### src/rtl/cmd_dispatch_hub.sv
`timescale 1ns/1ps
module cmd_dispatch_hub #(
  parameter int AW     = 16,
  parameter int DW     = 32,
  parameter int IW     = 32,
  parameter int SEQW   = 8,
  parameter int NPARAM = 4,
  parameter int NENG   = 4
) (
  input  logic                              clk,
  input  logic                              rst_n,
  input  logic                              hw_en,
  input  logic [$clog2(NPARAM+2)-1:0]       hw_idx,
  input  logic [DW-1:0]                     hw_data,
  output logic                              mr_req,
  output logic [AW-1:0]                     mr_addr,
  input  logic                              mr_valid,
  input  logic [IW-1:0]                     mr_data,
  input  logic [NENG-1:0]                   eng_ready,
  input  logic [NENG-1:0]                   eng_ack,
  output logic                              cb_valid,
  output logic [7:0]                        cb_op,
  output logic [DW-1:0]                     cb_a,
  output logic [DW-1:0]                     cb_b,
  output logic                              st_done,
  output logic [SEQW-1:0]                   st_seq,
  output logic [1:0]                        st_err
);
  localparam int IDXW = $clog2(NPARAM+2);
  localparam int RSW  = $clog2(NPARAM);
  localparam int IMMW = IW - 8 - 3*RSW;
  localparam logic [NENG-1:0] ALL = {NENG{1'b1}};

  typedef enum logic [2:0] {S_IDLE, S_FETCH, S_DEC, S_ISSUE, S_ACK} st_t;
  st_t state;

  logic [SEQW-1:0] cmd_seq, last_seq, run_seq;
  logic [AW-1:0]   cmd_addr, pc;
  logic [DW-1:0]   cmd_par [NPARAM];
  logic [DW-1:0]   sreg    [NPARAM];
  logic [IW-1:0]   ir;
  logic [NENG-1:0] ack_seen;

  wire [7:0]      op      = ir[IW-1 -: 8];
  wire [RSW-1:0]  rd      = ir[IW-9 -: RSW];
  wire [RSW-1:0]  ra      = ir[IW-9-RSW -: RSW];
  wire [RSW-1:0]  rb      = ir[IW-9-2*RSW -: RSW];
  wire [DW-1:0]   imm     = DW'(ir[IMMW-1:0]);
  wire            pending = cmd_seq != last_seq;
  wire [NENG-1:0] ack_all = ack_seen | eng_ack;

  assign mr_req   = state == S_FETCH;
  assign mr_addr  = pc;
  assign cb_valid = (state == S_ISSUE) && (&eng_ready);
  assign cb_op    = op;
  assign cb_a     = sreg[ra];
  assign cb_b     = sreg[rb];

  always_ff @(posedge clk or negedge rst_n) begin
    if (!rst_n) begin
      cmd_seq  <= '0;
      cmd_addr <= '0;
      for (int i = 0; i < NPARAM; i++) cmd_par[i] <= '0;
    end else if (hw_en) begin
      if (hw_idx == IDXW'(0)) cmd_seq  <= hw_data[SEQW-1:0];
      if (hw_idx == IDXW'(1)) cmd_addr <= hw_data[AW-1:0];
      for (int i = 0; i < NPARAM; i++)
        if (hw_idx == IDXW'(i+2)) cmd_par[i] <= hw_data;
    end
  end

  always_ff @(posedge clk or negedge rst_n) begin
    if (!rst_n) begin
      state    <= S_IDLE;
      last_seq <= '0;
      run_seq  <= '0;
      pc       <= '0;
      ir       <= '0;
      ack_seen <= '0;
      st_done  <= 1'b0;
      st_seq   <= '0;
      st_err   <= 2'd0;
      for (int i = 0; i < NPARAM; i++) sreg[i] <= '0;
    end else begin
      case (state)
        S_IDLE: if (pending) begin
          last_seq <= cmd_seq;
          run_seq  <= cmd_seq;
          pc       <= cmd_addr;
          for (int i = 0; i < NPARAM; i++) sreg[i] <= cmd_par[i];
          state    <= S_FETCH;
        end
        S_FETCH: if (mr_valid) begin
          ir    <= mr_data;
          pc    <= pc + AW'(1);
          state <= S_DEC;
        end
        S_DEC: begin
          if (op[7]) state <= S_ISSUE;
          else begin
            case (op)
              8'h00: begin
                st_done <= 1'b1; st_seq <= run_seq; st_err <= 2'd0; state <= S_IDLE;
              end
              8'h01: state <= S_FETCH;
              8'h02: begin sreg[rd] <= imm; state <= S_FETCH; end
              8'h03: begin sreg[rd] <= sreg[rd] + imm; state <= S_FETCH; end
              default: begin
                st_done <= 1'b1; st_seq <= run_seq; st_err <= 2'd1; state <= S_IDLE;
              end
            endcase
          end
        end
        S_ISSUE: if (&eng_ready) begin
          ack_seen <= '0;
          state    <= S_ACK;
        end
        S_ACK: begin
          ack_seen <= ack_all;
          if (ack_all == ALL) state <= S_FETCH;
        end
        default: state <= S_IDLE;
      endcase
    end
  end

  AST_SEQ_START: assert property (@(posedge clk) disable iff (!rst_n)
    (state == S_IDLE && pending) |=> (mr_req && mr_addr == $past(cmd_addr)));
  AST_FETCH_HOLD: assert property (@(posedge clk) disable iff (!rst_n)
    (mr_req && !mr_valid) |=> (mr_req && $stable(mr_addr)));
  AST_BASE_LOCAL: assert property (@(posedge clk) disable iff (!rst_n)
    (mr_req && mr_valid && !mr_data[IW-1]) |=> !cb_valid);
  AST_NO_FETCH_AFTER_BCAST: assert property (@(posedge clk) disable iff (!rst_n)
    cb_valid |=> !mr_req);
  AST_ACK_GATE: assert property (@(posedge clk) disable iff (!rst_n)
    (state == S_ACK && ack_all != ALL) |=> !mr_req);
  AST_DONE_STICKY: assert property (@(posedge clk) disable iff (!rst_n)
    st_done |=> st_done);
  AST_UNDEF_ERR: assert property (@(posedge clk) disable iff (!rst_n)
    (state == S_DEC && !op[7] && op > 8'h03) |=> (st_done && st_err == 2'd1 && !mr_req));
endmodule

### config.mk
export PLATFORM = sky130hd
export DESIGN_NAME = cmd_dispatch_hub
export DESIGN_NICKNAME = d
export VERILOG_FILES = /design/src/rtl/cmd_dispatch_hub.sv
export SDC_FILE = /design/constraint.sdc
export NUM_CORES = 1
export LEC_CHECK = 0
export ABC_AREA = 1
export ABC_CLOCK_PERIOD_IN_PS = 8500
export BUFFER_PORTS_ARGS = -buffer_cell sky130_fd_sc_hd__buf_4
export CORE_MARGIN = 1
export CORE_UTILIZATION = 55
export DETAILED_ROUTE_END_ITERATION = 12
export GPL_TIMING_DRIVEN = 1
export PLACE_DENSITY = 0.86
export SETUP_SLACK_MARGIN = 0.02
export SYNTH_ARGS = -nofsm -noshare
export SYNTH_HDL_FRONTEND = slang
export SYNTH_SLANG_ARGS = --single-unit
### constraint.sdc
create_clock -name clk -period 8.5 [get_ports clk]
set_clock_uncertainty 0.2 [all_clocks]
set_input_delay 1.7 -clock clk [delete_from_list [all_inputs] [get_ports clk]]
set_output_delay 1.7 -clock clk [all_outputs]
set_load 0.02 [all_outputs]
==> flow_metrics.env, run 1 <==
export IMPL_pin_count=180
export IMPL_synth_area_mux_share_pct=1.82
export IMPL_cts_resized=0
export IMPL_rows=68
export IMPL_tns_ns=0
export IMPL_cts_buffer_depth=3
export IMPL_grt_setup_unrepaired="no"
export IMPL_synth_xor_area_share_pct=0.971
export IMPL_power_density_nw_per_um2=485
export IMPL_whs_ns=0.277
export IMPL_startpoint_type="flip-flop"
export IMPL_place_congestion=1.06
export IMPL_numPortBuffers=178
export IMPL_syn_area_um2=19700
export IMPL_synth_top_family_by_area="simple AND/OR/NAND/NOR gates"
export IMPL_max_clock_freq_ghz=0.169
export IMPL_cts_hold_buffers=0
export IMPL_viasPerCell=6.41
export IMPL_overflow=0
export IMPL_ant_nets=0
export IMPL_cap_violations=0
export IMPL_ys_ff_latch=353
export IMPL_post_cts_setup_buffer_count=0
export IMPL_syn2layout_area_growth_pct=13.4
export IMPL_hold_viol=0
export IMPL_relSlewSlack_pct=14.9
export IMPL_grt_pass1_wl_mm=107
export IMPL_synth_compound_area_share_pct=21.3
export IMPL_clk_latency_ns=0.57
export IMPL_core_um2=34900
export IMPL_setup_viol=0
export IMPL_synth_nets=2609
export IMPL_min_path_type="flip-flop to flip-flop"
export IMPL_drive_gt1_share_pct=15.1
export IMPL_end_kind="output pin"
export IMPL_period_share_pct=69.5
export IMPL_cts_root_buf="clkbuf_16"
export IMPL_grt_pass1_vias=18100
export IMPL_status="completed"
export IMPL_yosys_warnings=0
export IMPL_cp_required_ns=6.60
export IMPL_tightest_slew_ns=1.28
export IMPL_vias=19700
export IMPL_antenna_found_initial=0
export IMPL_grt_max_degree=106
export IMPL_drc=0
export IMPL_track_usage_pct=38.6
export IMPL_p_total_mw=10.8
export IMPL_min_period_ns=5.90
export IMPL_drt_iter0_markers=3097
export IMPL_finalWorstSetupSlack_ns=2.60
export IMPL_placed_cells=3007
export IMPL_dpl_worst_slack_ns=3.39
export IMPL_final_cells=3072
export IMPL_drv_slew=0
export IMPL_syn_avg_cell_area_um2=7.85
export IMPL_cts_tree="done"
export IMPL_clock_sinks=353
export IMPL_dpl_hpwl_mm=47.7
export IMPL_power_leakage_nw=10.6
export IMPL_critPathMaxFanout=64
export IMPL_clk_pin_slew_worst_paths_ns=0.06
export IMPL_irDropWorstVdd_mv=0.303
export IMPL_dr_pass1_iters=9
export IMPL_antenna_cells=0
export IMPL_yosys_area_share_adder_pct=1.31
export IMPL_wire_per_inst_um=22.8
export IMPL_initial_utilization_pct=56.5
export IMPL_die_h_um=191
export IMPL_arrival_ns=4.00
export IMPL_final_common_cell="nand2_1"
export IMPL_wl_mm=70.2
export IMPL_synth_distinct_cells=52
export IMPL_dieArea_um2=36600
export IMPL_nets=2691
export IMPL_layout_common_cells="nand2_1 (500), dfrtp_1 (351), o21ai_0 (330)"
export IMPL_die_width_um=191
export IMPL_tritoncts_num_buffers=38
export IMPL_critical_path_class="flip-flop to output pin"
export IMPL_yosysSeqAreaShare_pct=44.8
export IMPL_synthCells=2510
export IMPL_htree_num_levels=2
export IMPL_synth_simple_area_share_pct=22.6
[worst max-delay path: stages, from the launching register on]
cell	delay, ns
dfrtp_2	1.12
clkinv_1	1.13
buf_4	0.58
o21ai_0	0.23
o22ai_1	0.14
buf_4	0.18
[stage by stage]
step	util, %	cell area, µm²
after floorplan	-	19700
after global placement	60.5	21100
after detailed placement	60.5	21100
after CTS	64.1	22300
after global routing	64.1	22300
final	64.1	22300
[cells in the mapped netlist (all sizes together)]
| master | count | share of area (%) |
|---|---|---|
| mux2i | 2 | 0.10 |
| dfrtp | 353 | 45 |
| conb | 1 | 0.019 |
| nand3 | 183 | 4.9 |
| o21ai | 331 | 8.4 |
| a21o | 3 | 0.11 |
| a2bb2oi | 34 | 1.5 |
| buf | 53 | 1.6 |
| o221ai | 15 | 0.67 |
| nand2 | 514 | 9.9 |
| o22ai | 66 | 2.1 |
| or2 | 65 | 2.1 |
| o2bb2ai | 3 | 0.13 |
| fa | 1 | 0.10 |
| nor3 | 5 | 0.13 |
| a21oi | 169 | 4.3 |
| o21a | 3 | 0.11 |
| mux2 | 30 | 1.7 |
| inv | 185 | 3.6 |
| a211oi | 1 | 0.038 |
| a22oi | 46 | 1.8 |
| clkbuf | 102 | 1.9 |
| o22a | 1 | 0.044 |
| a31oi | 1 | 0.032 |
| o211ai | 9 | 0.49 |
| nor2 | 244 | 5.3 |
| clkinv | 1 | 0.019 |
| a21boi | 42 | 1.6 |
| ha | 19 | 1.2 |
| xor2 | 8 | 0.39 |
| nand4 | 4 | 0.13 |
| xnor2 | 13 | 0.58 |
| nand3b | 3 | 0.13 |
[power by group]
group          switching [mW]  internal (mW)  leakage [nW]
Sequential              0.868           2.30          4.32
Combinational            3.91           2.09          5.63
Clock                   0.700          0.977         0.613
Total                    5.48           5.37          10.6
[sequential cells by signal, indices dropped and copies added, names as in the netlist]
signal and cells:
cmd_par 128, st_err 1, sreg 128, ir 32, mr_addr 16, cmd_addr 16
ack_seen 4, cmd_seq 8, st_seq 8, run_seq 8, st_done 1, state 3
[final timing paths]
kind	start	to	slack [ns]	cells after the start
hold / removal	st_done	st_done	0.28	1
max in group asynchronous	rst_n	ir[17]	5.55	2
setup reg to reg	ir[22]	sreg[50]	3.72	11
hold reg to reg	st_done	st_done	0.28	1
min in group asynchronous	rst_n	st_seq[2]	1.00	1
setup / recovery	ir[18]	cb_b[6]	2.60	5
[cell type report]
cell class / count / area [µm²]
inverters: 186 / 706
flip-flops and latches: 353 / 8840
repair buffers: 197 / 1490
well taps: 455 / 569
clock inverters: 11 / 134
multi-input cells: 1816 / 9500
fillers: 2983 / 12500
clock buffers: 54 / 1110
[metal layers]
| metal | share of wire, % | vias up | global-route usage, % |
|---|---|---|---|
| met5 | 0 | - | 0 |
| li1 | - | 8612 | - |
| met1 | 40 | 9418 | 55.1 |
| met2 | 41 | 1436 | 54.6 |
| met3 | 15 | 218 | 13.4 |
| met4 | 3.6 | 0 | 12.4 |
[kinds of logic after synthesis]
kind of cell / count (synthesis)
xor+xnor: 21
other cells: 1
buf+inv: 341
mux: 32
flops: 353
simple gates: 1018
compound gates: 724
fa+ha+maj: 20
Power figures use the tool's default switching activity.
==> run 2: changes to the inputs <==
- ABC_AREA: 1 -> 0
- ABC_CLOCK_PERIOD_IN_PS: 8500 -> 5300
- CORE_UTILIZATION: 55 -> 54
- PLACE_DENSITY: 0.86 -> 0.88
- clock period: 8.5 -> 5.3 ns (I/O delays scaled with it)
==> flow_metrics.env, run 2 <==
export IMPL_grt_met2_usage_pct=49.1
export IMPL_final_common_cell="dfrtp_1"
export IMPL_layout_common_cells="dfrtp_1 (350), mux2_2 (200), buf_4 (196)"
export IMPL_clk_pin_slew_worst_paths_ns=0.07
export IMPL_clk_latency_ns=0.54
export IMPL_cts_tree="done"
export IMPL_synth_distinct_cells=70
export IMPL_nets=1708
export IMPL_drc=0
export IMPL_drive_gt1_share_pct=35.7
export IMPL_cts_resized=0
export IMPL_htree_num_levels=2
export IMPL_min_from="st_done"
export IMPL_power_density_nw_per_um2=761
export IMPL_dpl_hpwl_mm=33.8
export IMPL_whs_ns=0.274
export IMPL_synthCells=1479
export IMPL_end_kind="flip-flop"
export IMPL_cp_required_ns=5.49
export IMPL_setup_viol=0
export IMPL_status="completed"
export IMPL_ys_ff_latch=353
export IMPL_startpoint_type="flip-flop"
export IMPL_pin_count=180
export IMPL_syn2layout_area_growth_pct=16.0
export IMPL_ant_nets=0
export IMPL_dieArea_um2=34200
export IMPL_drt_iter0_markers=1809
export IMPL_tritoncts_num_buffers=38
export IMPL_rows=66
export IMPL_hold_viol=0
export IMPL_reg_top3="cmd_par: 128 flops, sreg: 128 flops, ir: 32 flops"
export IMPL_synth_edff_count=0
export IMPL_post_cts_setup_buffer_count=0
export IMPL_power_leakage_nw=8.84
export IMPL_synth_area_leaders="dfrtp_1 (49%), mux2_2 (12%), mux4_2 (12%), a22oi_1 (3.9%), o21ai_0 (3.8%)"
export IMPL_initial_utilization_pct=55.2
export IMPL_syn_area_um2=18100
export IMPL_relSlewSlack_pct=7.32
export IMPL_synth_nets=1578
export IMPL_post_synth_top_count_cell="dfrtp_1"
export IMPL_tightest_slew_ns=1.39
export IMPL_min_period_ns=4.56
export IMPL_yosys_warnings=0
export IMPL_use_met3_pct=8.67
export IMPL_use_met1_pct=42.0
export IMPL_synth_main_ff_cell="dfrtp_1"
export IMPL_clock_sinks=353
export IMPL_yosysSeqAreaShare_pct=48.9
export IMPL_tns_ns=0
export IMPL_overflow=0
export IMPL_wl_mm=54.0
export IMPL_p_total_mw=15.9
export IMPL_track_usage_pct=32.0
export IMPL_critPathMaxFanout=14
export IMPL_die_width_um=185
export IMPL_startpoint="ir[23]"
export IMPL_place_congestion=0.935
export IMPL_busiest_layer="met2"
export IMPL_synth_top_area_cell="dfrtp_1"
export IMPL_core_um2=32700
export IMPL_cts_hold_buffers=0
export IMPL_irDropWorstVdd_mv=0.394
export IMPL_dr_pass1_iters=6
export IMPL_period_share_pct=86.1
export IMPL_syn_avg_cell_area_um2=12.2
export IMPL_grt_setup_unrepaired="no"
export IMPL_numPortBuffers=178
export IMPL_critical_path_class="flip-flop to flip-flop"
export IMPL_viasPerCell=6.95
export IMPL_max_clock_freq_ghz=0.219
export IMPL_cts_root_buf="clkbuf_16"
export IMPL_die_h_um=185
export IMPL_synthTopCellsByCount="dfrtp_1 (353), mux2_2 (200), o21ai_0 (138), mux4_2 (96), a22oi_1 (93)"
export IMPL_timing_rr_start="ir[23]"
export IMPL_synth_async_sr_flop_share_pct=100
export IMPL_min_path_type="flip-flop to flip-flop"
export IMPL_grt_pass1_wl_mm=83.2
export IMPL_antenna_found_initial=2
export IMPL_vias=14400
export IMPL_arrival_ns=4.75
export IMPL_grt_max_degree=136
export IMPL_antenna_cells=0
export IMPL_wire_per_inst_um=26.0
export IMPL_grt_pass1_vias=14600
export IMPL_cts_buffer_depth=3
export IMPL_cap_violations=0
export IMPL_drv_slew=0
export IMPL_yosysTopAreaCellShare_pct=48.9
## run 2: changes by cell type after synthesis, moves of 53 or more
cell     before  now
a21oi_1     169   74
inv_1       175    9
mux2_2       30  200
mux4_2        0   96
nand2_1     504   92
nand3_1     173   24
nor2_1      216   76
o21ai_0     330  138
o22ai_1      66   13
## run 2: final cells by class
type,instances,area (µm²)
Fill cell,2339,11800
Sequential cell,353,8840
Multi-Input combinational cell,1007,8780
Timing Repair Buffer,199,1530
Clock buffer,53,1100
Tap cell,442,553
Clock inverter,15,108
Inverter,10,37.5
## run 2: power breakdown
part           total (mW)  internal [mW]  switching (mW)
clock                2.57           1.46            1.11
combinational        8.38           3.70            4.68
sequential           4.98           3.71            1.28
total                15.9           8.87            7.07
## run 2: final timing paths
| kind | to | slack [ns] | depth (start not counted) |
|---|---|---|---|
| min in group asynchronous | cmd_seq[1] | 0.33 | 1 |
| worst max-delay path | sreg[57] | 0.74 | 10 |
| max in group asynchronous | sreg[23] | 3.35 | 2 |
| worst max register to register | sreg[57] | 0.74 | 10 |
| worst min-delay path | st_done | 0.27 | 1 |
| worst min register to register | st_done | 0.27 | 1 |
## run 2: logic make-up after synthesis
group / count (synthesis) / synth area share, %
xor gates and xnor gates: 34 / 1.65
other: 1 / 0.0208
and+or+nand+nor: 251 / 6.48
muxes: 300 / 24.7
buffers and inverters: 119 / 2.84
DFF: 353 / 48.9
adders and majority gates: 20 / 1.43
AOI/OAI and AO/OA: 401 / 14.0
## run 2: metal layers
metal	wire (µm)	share of wire, %
met1	19700	36
met2	24700	46
met3	6740	12
met4	2860	5.3
met5	0	0
## run 2: per-stage QoR
step                      cell area (µm²)  utilization [%]  instances  setup WS (ns)
after detailed placement            19700             60.3       2011          0.968
after CTS                           20900             64.0       2079          0.861
after global placement              19700             60.3       2011           1.08
final                               20900             64.0       2079          0.737
after floorplan                     18100                -       1479           1.20
after global routing                20900             64.0       2079          0.558
## run 2: critical path, stage by stage, from the launching register on
cell	delay [ns]
dfrtp_1	0.94
buf_4	0.31
mux4_2	0.34
ha_1	0.43
nand2_1	0.10
o21ai_0	0.33
o21ai_0	0.19
a21oi_1	0.76
o21bai_2	0.30
xor2_1	0.34
o21ai_0	0.17
